$ cat config.mk
export PLATFORM = sky130hd
export DESIGN_NAME = pmu_top
export DESIGN_NICKNAME = d
export VERILOG_FILES = /design/src/rtl/pmu_pkg.sv /design/src/rtl/pmu_counter.sv /design/src/rtl/pmu_evsel.sv /design/src/rtl/pmu_ctrl.sv /design/src/rtl/pmu_top.sv
export SDC_FILE = /design/constraint.sdc
export NUM_CORES = 1
export LEC_CHECK = 0
export BUFFER_PORTS_ARGS = -buffer_cell sky130_fd_sc_hd__buf_2
export CORE_AREA = 2 2 132 134
export CTS_BUF_LIST = sky130_fd_sc_hd__clkbuf_4 sky130_fd_sc_hd__clkbuf_8
export CTS_CLUSTER_SIZE = 30
export DETAILED_ROUTE_END_ITERATION = 8
export DIE_AREA = 0 0 134 136
export PLACE_DENSITY_LB_ADDON = 0.05
export SLEW_MARGIN = 20
export SYNTH_ARGS = -nofsm -noshare
export SYNTH_HDL_FRONTEND = slang
export SYNTH_SLANG_ARGS = --single-unit
export TNS_END_PERCENT = 100
$ cat constraint.sdc
create_clock -name clk_i -period 5.29 [get_ports clk_i]
set_input_delay 0.7935 -clock clk_i [delete_from_list [all_inputs] [get_ports clk_i]]
set_output_delay 0.7935 -clock clk_i [all_outputs]
set_load 0.02 [all_outputs]
$ cat src/rtl/pmu_pkg.sv
package pmu_pkg;

    localparam int unsigned WORD_W  = 32;
    localparam int unsigned IDX_W   = 2;
    localparam int unsigned NUM_ECH = 2;            // event counter channels
    localparam int unsigned SRC_W   = NUM_ECH + 1;  // overflow sources, cycle counter on top
    localparam int unsigned SEL_FW  = 8;

    // control word bit positions
    localparam int unsigned B_EN       = 0;
    localparam int unsigned B_EVCLR    = 1;
    localparam int unsigned B_CYCLR    = 2;
    localparam int unsigned B_ROUTE    = 3;
    localparam int unsigned B_IE_LSB   = 4;
    localparam int unsigned B_OF_LSB   = 8;
    localparam int unsigned B_MODE_LSB = 12;
    localparam int unsigned B_SEL_LSB  = 16;

    typedef enum logic [IDX_W-1:0] {
        IDX_CTRL = 2'd0,
        IDX_CYC  = 2'd1,
        IDX_EV0  = 2'd2,
        IDX_EV1  = 2'd3
    } reg_idx_e;

    typedef enum logic {
        MODE_OCCUR = 1'b0,
        MODE_DUR   = 1'b1
    } evt_mode_e;

    typedef struct packed {
        logic [NUM_ECH-1:0][SEL_FW-1:0] sel;
        logic [NUM_ECH-1:0]             mode;
        logic [SRC_W-1:0]               ie;
        logic                           route_fiq;
        logic                           enable;
    } pmu_cfg_t;

    function automatic pmu_cfg_t cfg_decode(input logic [WORD_W-1:0] w);
        pmu_cfg_t c;
        c.enable    = w[B_EN];
        c.route_fiq = w[B_ROUTE];
        c.ie        = w[B_IE_LSB +: SRC_W];
        for (int i = 0; i < NUM_ECH; i++) begin
            c.mode[i] = w[B_MODE_LSB + i];
            c.sel[i]  = w[B_SEL_LSB + i*SEL_FW +: SEL_FW];
        end
        return c;
    endfunction

    function automatic logic [WORD_W-1:0] ctrl_encode(input pmu_cfg_t c,
                                                      input logic [SRC_W-1:0] of);
        logic [WORD_W-1:0] w;
        w = '0;
        w[B_EN]                = c.enable;
        w[B_ROUTE]             = c.route_fiq;
        w[B_IE_LSB +: SRC_W]   = c.ie;
        w[B_OF_LSB +: SRC_W]   = of;
        for (int i = 0; i < NUM_ECH; i++) begin
            w[B_MODE_LSB + i]                   = c.mode[i];
            w[B_SEL_LSB + i*SEL_FW +: SEL_FW]   = c.sel[i];
        end
        return w;
    endfunction

endpackage

$ cat src/rtl/pmu_counter.sv
module pmu_counter #(
    parameter int unsigned W = 32
) (
    input  logic         clk_i,
    input  logic         rst_i,
    input  logic         clr_i,
    input  logic         load_i,
    input  logic [W-1:0] load_val_i,
    input  logic         inc_i,
    output logic [W-1:0] count_o,
    output logic         wrap_o
);
    logic [W-1:0] cnt_q;

    // a wrap only counts when the increment is not overridden
    assign wrap_o  = inc_i & ~clr_i & ~load_i & (&cnt_q);
    assign count_o = cnt_q;

    always_ff @(posedge clk_i) begin
        if (rst_i)       cnt_q <= '0;
        else if (clr_i)  cnt_q <= '0;
        else if (load_i) cnt_q <= load_val_i;
        else if (inc_i)  cnt_q <= cnt_q + 1'b1;
    end
endmodule

$ cat src/rtl/pmu_evsel.sv
module pmu_evsel #(
    parameter int unsigned NUM_EVT = 16,
    parameter int unsigned SEL_FW  = 8
) (
    input  logic               clk_i,
    input  logic               rst_i,
    input  logic [NUM_EVT-1:0] evt_i,
    input  logic [SEL_FW-1:0]  sel_i,
    input  logic               dur_mode_i,
    input  logic               run_i,
    output logic               inc_o
);
    logic lvl;
    logic prev_q;

    // out-of-range selects leave the level low
    always_comb begin
        lvl = 1'b0;
        for (int i = 0; i < NUM_EVT; i++) begin
            if (sel_i == SEL_FW'(i)) lvl = evt_i[i];
        end
    end

    always_ff @(posedge clk_i) begin
        if (rst_i) prev_q <= 1'b0;
        else       prev_q <= lvl;
    end

    assign inc_o = run_i & (dur_mode_i ? lvl : (lvl & ~prev_q));
endmodule

$ cat src/rtl/pmu_ctrl.sv
module pmu_ctrl
    import pmu_pkg::*;
(
    input  logic              clk_i,
    input  logic              rst_i,
    input  logic              wr_i,
    input  logic [WORD_W-1:0] wdata_i,
    input  logic [SRC_W-1:0]  wrap_i,
    output pmu_cfg_t          cfg_o,
    output logic [SRC_W-1:0]  flags_o,
    output logic              ev_clr_o,
    output logic              cyc_clr_o,
    output logic              irq_o,
    output logic              fiq_o
);
    pmu_cfg_t         cfg_q;
    logic [SRC_W-1:0] of_q;
    logic [SRC_W-1:0] of_clr;
    logic             pend;
    logic             unused_bits;

    assign unused_bits = ^{wdata_i[7], wdata_i[11], wdata_i[15:14]};

    assign of_clr    = wr_i ? wdata_i[B_OF_LSB +: SRC_W] : '0;
    assign ev_clr_o  = wr_i & wdata_i[B_EVCLR];
    assign cyc_clr_o = wr_i & wdata_i[B_CYCLR];

    always_ff @(posedge clk_i) begin
        if (rst_i) begin
            cfg_q <= '0;
            of_q  <= '0;
        end else begin
            if (wr_i) cfg_q <= cfg_decode(wdata_i);
            // a fresh overflow beats a clear in the same cycle
            of_q <= (of_q & ~of_clr) | wrap_i;
        end
    end

    assign pend    = |(of_q & cfg_q.ie);
    assign irq_o   = pend & ~cfg_q.route_fiq;
    assign fiq_o   = pend &  cfg_q.route_fiq;
    assign cfg_o   = cfg_q;
    assign flags_o = of_q;
endmodule

$ cat src/rtl/pmu_top.sv
module pmu_top
    import pmu_pkg::*;
#(
    parameter int unsigned CNT_W   = 32,
    parameter int unsigned NUM_EVT = 16
) (
    input  logic               clk_i,
    input  logic               rst_i,
    input  logic               priv_i,
    input  logic               dbg_i,
    input  logic               reg_wr_i,
    input  logic               reg_rd_i,
    input  logic [1:0]         reg_idx_i,
    input  logic [31:0]        reg_wdata_i,
    output logic [31:0]        reg_rdata_o,
    input  logic [NUM_EVT-1:0] evt_i,
    output logic               irq_o,
    output logic               fiq_o
);
    reg_idx_e         idx;
    logic             wr_ok;
    logic             ctrl_wr;
    pmu_cfg_t         cfg;
    logic [SRC_W-1:0] of_flags;
    logic [SRC_W-1:0] wraps;
    logic             ev_clr;
    logic             cyc_clr;
    logic             cyc_load;
    logic             cyc_wrap;
    logic [CNT_W-1:0] cyc_cnt;

    logic [NUM_ECH-1:0][CNT_W-1:0] ev_cnt;
    logic [NUM_ECH-1:0]            ev_wrap;
    logic [NUM_ECH-1:0]            ev_inc;
    logic [NUM_ECH-1:0]            ev_load;

    assign idx      = reg_idx_e'(reg_idx_i);
    assign wr_ok    = reg_wr_i & priv_i;
    assign ctrl_wr  = wr_ok && (idx == IDX_CTRL);
    assign cyc_load = wr_ok && (idx == IDX_CYC);

    pmu_ctrl u_ctrl (
        .clk_i     (clk_i),
        .rst_i     (rst_i),
        .wr_i      (ctrl_wr),
        .wdata_i   (reg_wdata_i),
        .wrap_i    (wraps),
        .cfg_o     (cfg),
        .flags_o   (of_flags),
        .ev_clr_o  (ev_clr),
        .cyc_clr_o (cyc_clr),
        .irq_o     (irq_o),
        .fiq_o     (fiq_o)
    );

    // the cycle counter ignores debug mode
    pmu_counter #(.W(CNT_W)) u_cyc (
        .clk_i      (clk_i),
        .rst_i      (rst_i),
        .clr_i      (cyc_clr),
        .load_i     (cyc_load),
        .load_val_i (reg_wdata_i[CNT_W-1:0]),
        .inc_i      (cfg.enable),
        .count_o    (cyc_cnt),
        .wrap_o     (cyc_wrap)
    );

    generate
        for (genvar g = 0; g < NUM_ECH; g++) begin : g_ech
            assign ev_load[g] = wr_ok && (reg_idx_i == IDX_W'(int'(IDX_EV0) + g));

            pmu_evsel #(.NUM_EVT(NUM_EVT), .SEL_FW(SEL_FW)) u_sel (
                .clk_i      (clk_i),
                .rst_i      (rst_i),
                .evt_i      (evt_i),
                .sel_i      (cfg.sel[g]),
                .dur_mode_i (cfg.mode[g] == MODE_DUR),
                .run_i      (cfg.enable & ~dbg_i),
                .inc_o      (ev_inc[g])
            );

            pmu_counter #(.W(CNT_W)) u_cnt (
                .clk_i      (clk_i),
                .rst_i      (rst_i),
                .clr_i      (ev_clr),
                .load_i     (ev_load[g]),
                .load_val_i (reg_wdata_i[CNT_W-1:0]),
                .inc_i      (ev_inc[g]),
                .count_o    (ev_cnt[g]),
                .wrap_o     (ev_wrap[g])
            );
        end
    endgenerate

    assign wraps = {cyc_wrap, ev_wrap};

    always_comb begin
        reg_rdata_o = '0;
        if (reg_rd_i && priv_i) begin
            unique case (idx)
                IDX_CTRL: reg_rdata_o = ctrl_encode(cfg, of_flags);
                IDX_CYC:  reg_rdata_o = WORD_W'(cyc_cnt);
                IDX_EV0:  reg_rdata_o = WORD_W'(ev_cnt[0]);
                IDX_EV1:  reg_rdata_o = WORD_W'(ev_cnt[1]);
                default:  reg_rdata_o = '0;
            endcase
        end
    end
endmodule

==> metrics.yaml, run 1 <==
status: "finished, final reports clean"
min_path_type: "register to register"
crit_path_max_incr_delay_ns: 0.72
pwr-share-seq_pct: 47.4
start_kind: "input port"
hpwl_um: 17300
rows: 48
fin_ws_ns: 1.78
setup_viol: 0
cp_cell_sequence: "buf_2, buf_4, nor2b_1, a22oi_1, nor2_1, buf_2"
period_minus_slack_ns: 3.51
die_x_um: 134
p_comb_share_pct: 10.6
antenna_found_initial: 0
synthToLayoutAreaGrowth_pct: 13.1
cellLeakagePower_uw: 0.00292
synth_edf_count: 0
syn_area_per_cell_um2: 8.33
finalCritPeriodShare_pct: 66.3
ctsHoldBuffers: 0
cts_tree: "done"
async_flop_share_pct: 0
p_clk_share_pct: 42.0
die_h_um: 136
grt_pass1_wl_um: 37700
seq_area_frac_synth_pct: 33.5
synthDistinctLibCells: 49
cts_resized: 0
dr.pass1.iters: 5
met3_usage_pct: 4.70
via_per_inst: 5.92
grt_usage_pct: 27.0
cts_buffers: 17
place.gp.congestion: 0.872
crit_arrival_ns: 2.72
cp_top_family: "simple AND/OR/NAND/NOR gates"
grt_setup_unrepaired: "no"
synth_area_um2: 7410
cts.sinks: 124
clkTransAtPathRegs_ns: 0.07
insertion_delay_ns: 0.46
ys.warnings.count: 0
portBuffers: 89
num_vias: 6975
cpMaxStageDelayCell: "nor2b_1"
pre_cts_ws_ns: 1.58
p_int_uw: 1550
fillers: 1672
core_area_um2: 16900
cp-end-kind: "primary output"
syn_inst: 890
path_class: "input port to primary output"
final_net_count: 1002
grt_max_degree: 63
crit_required_ns: 4.50
first_global_vias: 6673
drive_gt1_share_pct: 18.8
grt_busiest_layer: "met2"
peakVddDrop_v: 0.000161
root_buffer: "clkbuf_8"
whs_ns: 0.473
io_pins: 90
dieArea_um2: 18200
final_cells: 1179
slew_headroom_pct: 27.1
hold_viol_final: 0
worst-path-buf-inv: 3
antenna_cells: 0
cts_buffer_depth: 2
htreeDepth: 4
fin_setup_tns_ns: 0
syn-num-nets: 949
overflow: 0
ant_nets: 0
met1_usage_pct: 34.6
crit_cells: 6
crit_top_cell: "buf_2"
routedWlPerCell_um: 20.7
fmax_mhz: 285
drt-initial-drc-count: 518
ys.flop_type: "dfxtp_1"
cap_violations: 0
powerDensity_nw_per_um2: 252
drv_slew: 0
switching_share_pct: 26.7
post-cts-setup-buffer-count: 0
r2r_cells: 7
synth_seq_cells: 124
use_met2_pct: 46.0
drc_errors: 0
start_util_pct: 43.9
tightest_slew_ns: 1.09
skew_ns: 0.0137
crit_path_max_fanout: 21
holdPathStages: 2
routed_wl_um: 24400
dp.cells: 1149
netSwitchingPower_uw: 564
==> cell type report <==
| class | count | area [µm²] | area share, % |
|---|---|---|---|
| Clock inverter | 8 | 118 | 1.40 |
| Timing Repair Buffer | 100 | 528 | 6.29 |
| Clock buffer | 22 | 284 | 3.39 |
| Sequential cell | 124 | 2480 | 29.6 |
| Multi-Input combinational cell | 692 | 4670 | 55.6 |
| Inverter | 8 | 30.0 | 0.358 |
| Tap cell | 225 | 282 | 3.36 |
==> synth_stat cells (8+ instances only) <==
cell type,instances,share of area [%]
dfxtp_1,124,33
a21oi_1,108,7.3
nand2_1,90,4.6
o21ai_0,82,5.5
xor2_1,59,7.0
nor2_1,55,2.8
nand3_1,46,3.1
clkbuf_1,45,2.3
xnor2_1,34,4.0
nand4_1,32,2.7
mux4_2,31,9.4
nor2b_1,31,2.6
and3_1,29,2.4
a211oi_1,13,1.3
and4_1,12,1.4
buf_1,9,0.46
buf_2,9,0.61
a22oi_1,8,0.81
inv_1,8,0.41
mux2_2,8,1.2
==> worst register-to-register path: stages (launching register included) <==
cell     delay (ns)
dfxtp_1        0.43
and4_1         0.37
nand3_1        0.17
nor4_1         0.72
nand4_1        0.55
nor3_2         0.27
xnor2_1        0.14
a21oi_1        0.08
==> through the flow <==
stage / total power (µW) / cell area, µm² / util (%)
2_1_floorplan: 1150 / 7410 / -
3_3_place_gp: 1240 / 7980 / 47.3
3_5_place_dp: 1240 / 7990 / 47.3
4_1_cts: 2120 / 8390 / 49.7
5_1_grt: 2180 / 8390 / 49.7
6_report: 2120 / 8390 / 49.7
==> metal layers <==
layer / wire length, µm / vias to the layer above
met5: 0 / -
met4: 533 / 0
met3: 1290 / 38
met2: 11700 / 237
met1: 10900 / 3383
li1: - / 3317
==> registers in the layout (all words and copies together), names as in the netlist <==
register / count
g_ech.u_cnt.count_o: 64
u_cyc.count_o: 32
u_ctrl.cfg_o: 23
u_ctrl.flags_o: 3
g_ech.u_sel.prev_q: 2
==> cells in the final DEF, fill, tap and decap left out, drive strengths merged, types with 7 or more instances in the layout <==
cell	instances
a211oi	13
a21oi	108
a22oi	8
and2	7
and3	29
and4	12
buf	100
clkbuf	22
dfxtp	124
inv	8
mux2	8
mux2i	7
mux4	31
nand2	90
nand3	46
nand4	32
nor2	55
nor2b	31
nor3	8
o21ai	82
xnor2	34
xor2	59
==> power groups by stage <==
stage	Sequential, µW	Clock, µW	Combinational (µW)
after detailed placement	1020	0	221
after floorplan	1010	0	146
final	1000	889	224
after CTS	1000	893	222
after global routing	1010	928	243
after global placement	1020	0	216
==> worst paths after layout <==
kind,from,to,slack [ns]
max reg2reg,g_ech[0].u_cnt.count_o[6],g_ech[0].u_cnt.count_o[26],2.40
min,u_ctrl.cfg_o[20],u_ctrl.cfg_o[20],0.47
max,reg_idx_i[1],reg_rdata_o[1],1.78
min reg2reg,u_ctrl.cfg_o[20],u_ctrl.cfg_o[20],0.47
==> kinds of logic after synthesis <==
| group | Yosys count | share of synthesized area, % |
|---|---|---|
| flip-flops | 124 | 33.5 |
| buffers and inverters | 74 | 4.05 |
| AO/OA/AOI/OAI | 222 | 16.6 |
| multiplexers | 46 | 11.6 |
| adder cells (fa/ha/maj) | 3 | 0.506 |
| XOR/XNOR | 93 | 11.0 |
| AND/OR/NAND/NOR | 328 | 22.8 |
(Power assumes the default switching activity.)
==> inputs of run 2 (changes only) <==
--- a/config.mk
+++ b/config.mk
@@ -5,12 +5,13 @@
 export SDC_FILE = /design/constraint.sdc
 export NUM_CORES = 1
 export LEC_CHECK = 0
+export ABC_AREA = 1
 export BUFFER_PORTS_ARGS = -buffer_cell sky130_fd_sc_hd__buf_2
-export CORE_AREA = 2 2 132 134
+export CORE_AREA = 2 2 144 146
 export CTS_BUF_LIST = sky130_fd_sc_hd__clkbuf_4 sky130_fd_sc_hd__clkbuf_8
 export CTS_CLUSTER_SIZE = 30
 export DETAILED_ROUTE_END_ITERATION = 8
-export DIE_AREA = 0 0 134 136
+export DIE_AREA = 0 0 146 148
 export PLACE_DENSITY_LB_ADDON = 0.05
 export SLEW_MARGIN = 20
 export SYNTH_ARGS = -nofsm -noshare
==> constraint.sdc (replaced) <==
create_clock -name clk_i -period 3.11 [get_ports clk_i]
set_input_delay 0.4665 -clock clk_i [delete_from_list [all_inputs] [get_ports clk_i]]
set_output_delay 0.4665 -clock clk_i [all_outputs]
set_load 0.02 [all_outputs]
==> run 2 against run 1 <==
  * Sequential cell count stayed put
  * Routed wire length is 49% higher
  * Final cell count is 50% higher
  * Critical path type unchanged
==> metrics.yaml, run 2 <==
final_net_count: 1544
fin_setup_tns_ns: 0
fmax_mhz: 367
crit_required_ns: 2.64
synth_seq_cells: 124
regToRegSetupSlack_ns: 0.77
hold_viol_final: 0
synthAdderAreaFrac_pct: 0.420
async_flop_share_pct: 0
syn-num-nets: 1486
p_total_uw: 3340
syn_inst: 1427
clkTransAtPathRegs_ns: 0.07
routedWlPerCell_um: 20.6
tightest_slew_ns: 0.822
antenna_found_initial: 2
r2r_cells: 7
post-cts-setup-buffer-count: 0
status: "finished, final reports clean"
grt_pass1_wl_um: 55200
crit_path_max_fanout: 24
start_util_pct: 44.6
crit_arrival_ns: 2.26
peakVddDrop_v: 0.000259
start_kind: "input port"
overflow: 0
hpwl_um: 27900
synth_area_um2: 8940
htreeDepth: 4
cts.sinks: 124
core_area_um2: 20000
synth_edf_count: 0
powerDensity_nw_per_um2: 338
io_pins: 90
syn_area_per_cell_um2: 6.26
via_per_inst: 5.72
period_minus_slack_ns: 2.73
drive_gt1_share_pct: 13.9
synth_compound_area_share_pct: 19.1
synth_top_cell_by_area: "dfxtp_1"
whs_ns: 0.268
cts_buffer_depth: 2
insertion_delay_ns: 0.46
cellLeakagePower_uw: 0.00366
dp.cells: 1736
min_path_type: "input port to register"
grt_max_degree: 63
min-delay-start: "rst_i"
synthToLayoutAreaGrowth_pct: 10.5
cts_tree: "done"
grt_setup_unrepaired: "no"
r2r_end: "g_ech[0].u_cnt.count_o[22]"
final_cells: 1767
setup_viol: 0
holdPathStages: 2
synthTopCellsByCount: "nand2_1 (389), a21oi_1 (139), inv_1 (127)"
die_x_um: 146
dieArea_um2: 21600
largest_register_ffs: 64
place.gp.congestion: 0.929
dpl_cell_area_um2: 9550
path_class: "input port to primary output"
rows: 52
synth_xor_area_share_pct: 7.45
root_buffer: "clkbuf_8"
drt-initial-drc-count: 907
ys.flop_type: "dfxtp_1"
first_global_vias: 9154
yosys.area_share.simple_pct: 35.0
ys.warnings.count: 0
slew_headroom_pct: 45.1
grt_usage_pct: 33.4
synthDistinctLibCells: 44
layout_commonest_cell: "nand2_1"
skew_ns: 0.0119
r2r_start: "u_ctrl.cfg_o[0]"
yosysMostFrequentCell: "nand2_1"
portBuffers: 89
yosys-top-cells-area: "dfxtp_1 (28%), nand2_1 (16%), a21oi_1 (7.8%), o21ai_0 (6.3%), nand3_1 (5.5%)"
num_vias: 10099
ctsHoldBuffers: 0
drc_errors: 0
whs_endpoint: "u_ctrl.flags_o[1]"
synth_top_area_share_pct: 27.8
cts_buffers: 17
multi_input_area_um2: 5550
fillers: 2225
layout_common_cells: "nand2_1 (388), a21oi_1 (139), inv_1 (127), dfxtp_1 (124), o21ai_0 (112)"
cp-end-kind: "primary output"
ant_nets: 0
finalCritPeriodShare_pct: 87.7
antenna_cells: 0
seq_area_frac_synth_pct: 27.8
routed_wl_um: 36400
synth_top_family_by_area: "simple AND/OR/NAND/NOR gates"
cap_violations: 0
dr.pass1.iters: 5
post-route-cell-area_um2: 9880
synthMuxAreaShare_pct: 0
drv_slew: 0
die_h_um: 148
cts_resized: 0
seqCellArea_um2: 2480
[run 2: cell count changes after synthesis, sizes merged, moves of 13 or more]
cell    delta
inv      +132
mux4      -31
and3      -29
nor2b     -31
a21oi     +33
nor3      +31
buf       +18
nand3     +60
a31oi     +17
a221oi    +13
o21ai     +35
nand2    +310
nor2      +48
[run 2: critical path, stage by stage]
cell and delay [ns]:
buf_2 0.24, nand2_1 0.10, inv_1 0.61, a21oi_1 0.16
a221oi_1 0.42, buf_2 0.25
[run 2: worst max-delay path by stage]
stage,end,cells past startpoint,startpoint,slack [ns]
2_1_floorplan,reg_rdata_o[26],5,reg_idx_i[0],0.96
3_3_place_gp,reg_rdata_o[5],6,reg_idx_i[1],0.42
3_5_place_dp,reg_rdata_o[5],6,reg_idx_i[1],0.49
4_1_cts,reg_rdata_o[5],6,reg_idx_i[1],0.48
5_1_grt,reg_rdata_o[5],6,reg_idx_i[1],0.27
6_report,reg_rdata_o[28],6,reg_idx_i[1],0.38
[run 2: where the power goes]
| group | switching (µW) | leakage, µW | internal (µW) |
|---|---|---|---|
| Clock | 716 | 0.000164 | 554 |
| Combinational | 300 | 0.00250 | 113 |
| Sequential | 38.6 | 0.00100 | 1620 |
| Total | 1060 | 0.00366 | 2280 |
[run 2: cell type report]
cell class                 instances  share of cell area, %
clock inverter                    12                  0.785
timing repair buffer             111                   6.56
clock buffer                      19                   2.52
tap                              270                   3.42
multi-input combinational       1088                   56.1
sequential                       124                   25.1
inverter                         143                   5.43
[run 2: cell families after synthesis]
group | Yosys count
simple gates | 695
xor+xnor | 76
compound gates | 314
fa+ha+maj | 3
flops | 124
buf+inv | 215
[run 2: per-layer routing]
layer | up-vias | wire (µm) | track usage [%]
met3 | 62 | 2820 | 5.43
met2 | 434 | 16100 | 52.9
met5 | - | 13 | 0
met1 | 4744 | 16300 | 45.9
met4 | 2 | 1090 | 12.4
li1 | 4857 | - | -
[run 2: per-stage QoR]
| step | setup WS (ns) | utilization [%] |
|---|---|---|
| after CTS | 0.478 | 49.3 |
| after global routing | 0.271 | 49.3 |
| after floorplan | 0.955 | - |
| final | 0.382 | 49.3 |
| after detailed placement | 0.488 | 47.7 |
| after global placement | 0.425 | 47.7 |
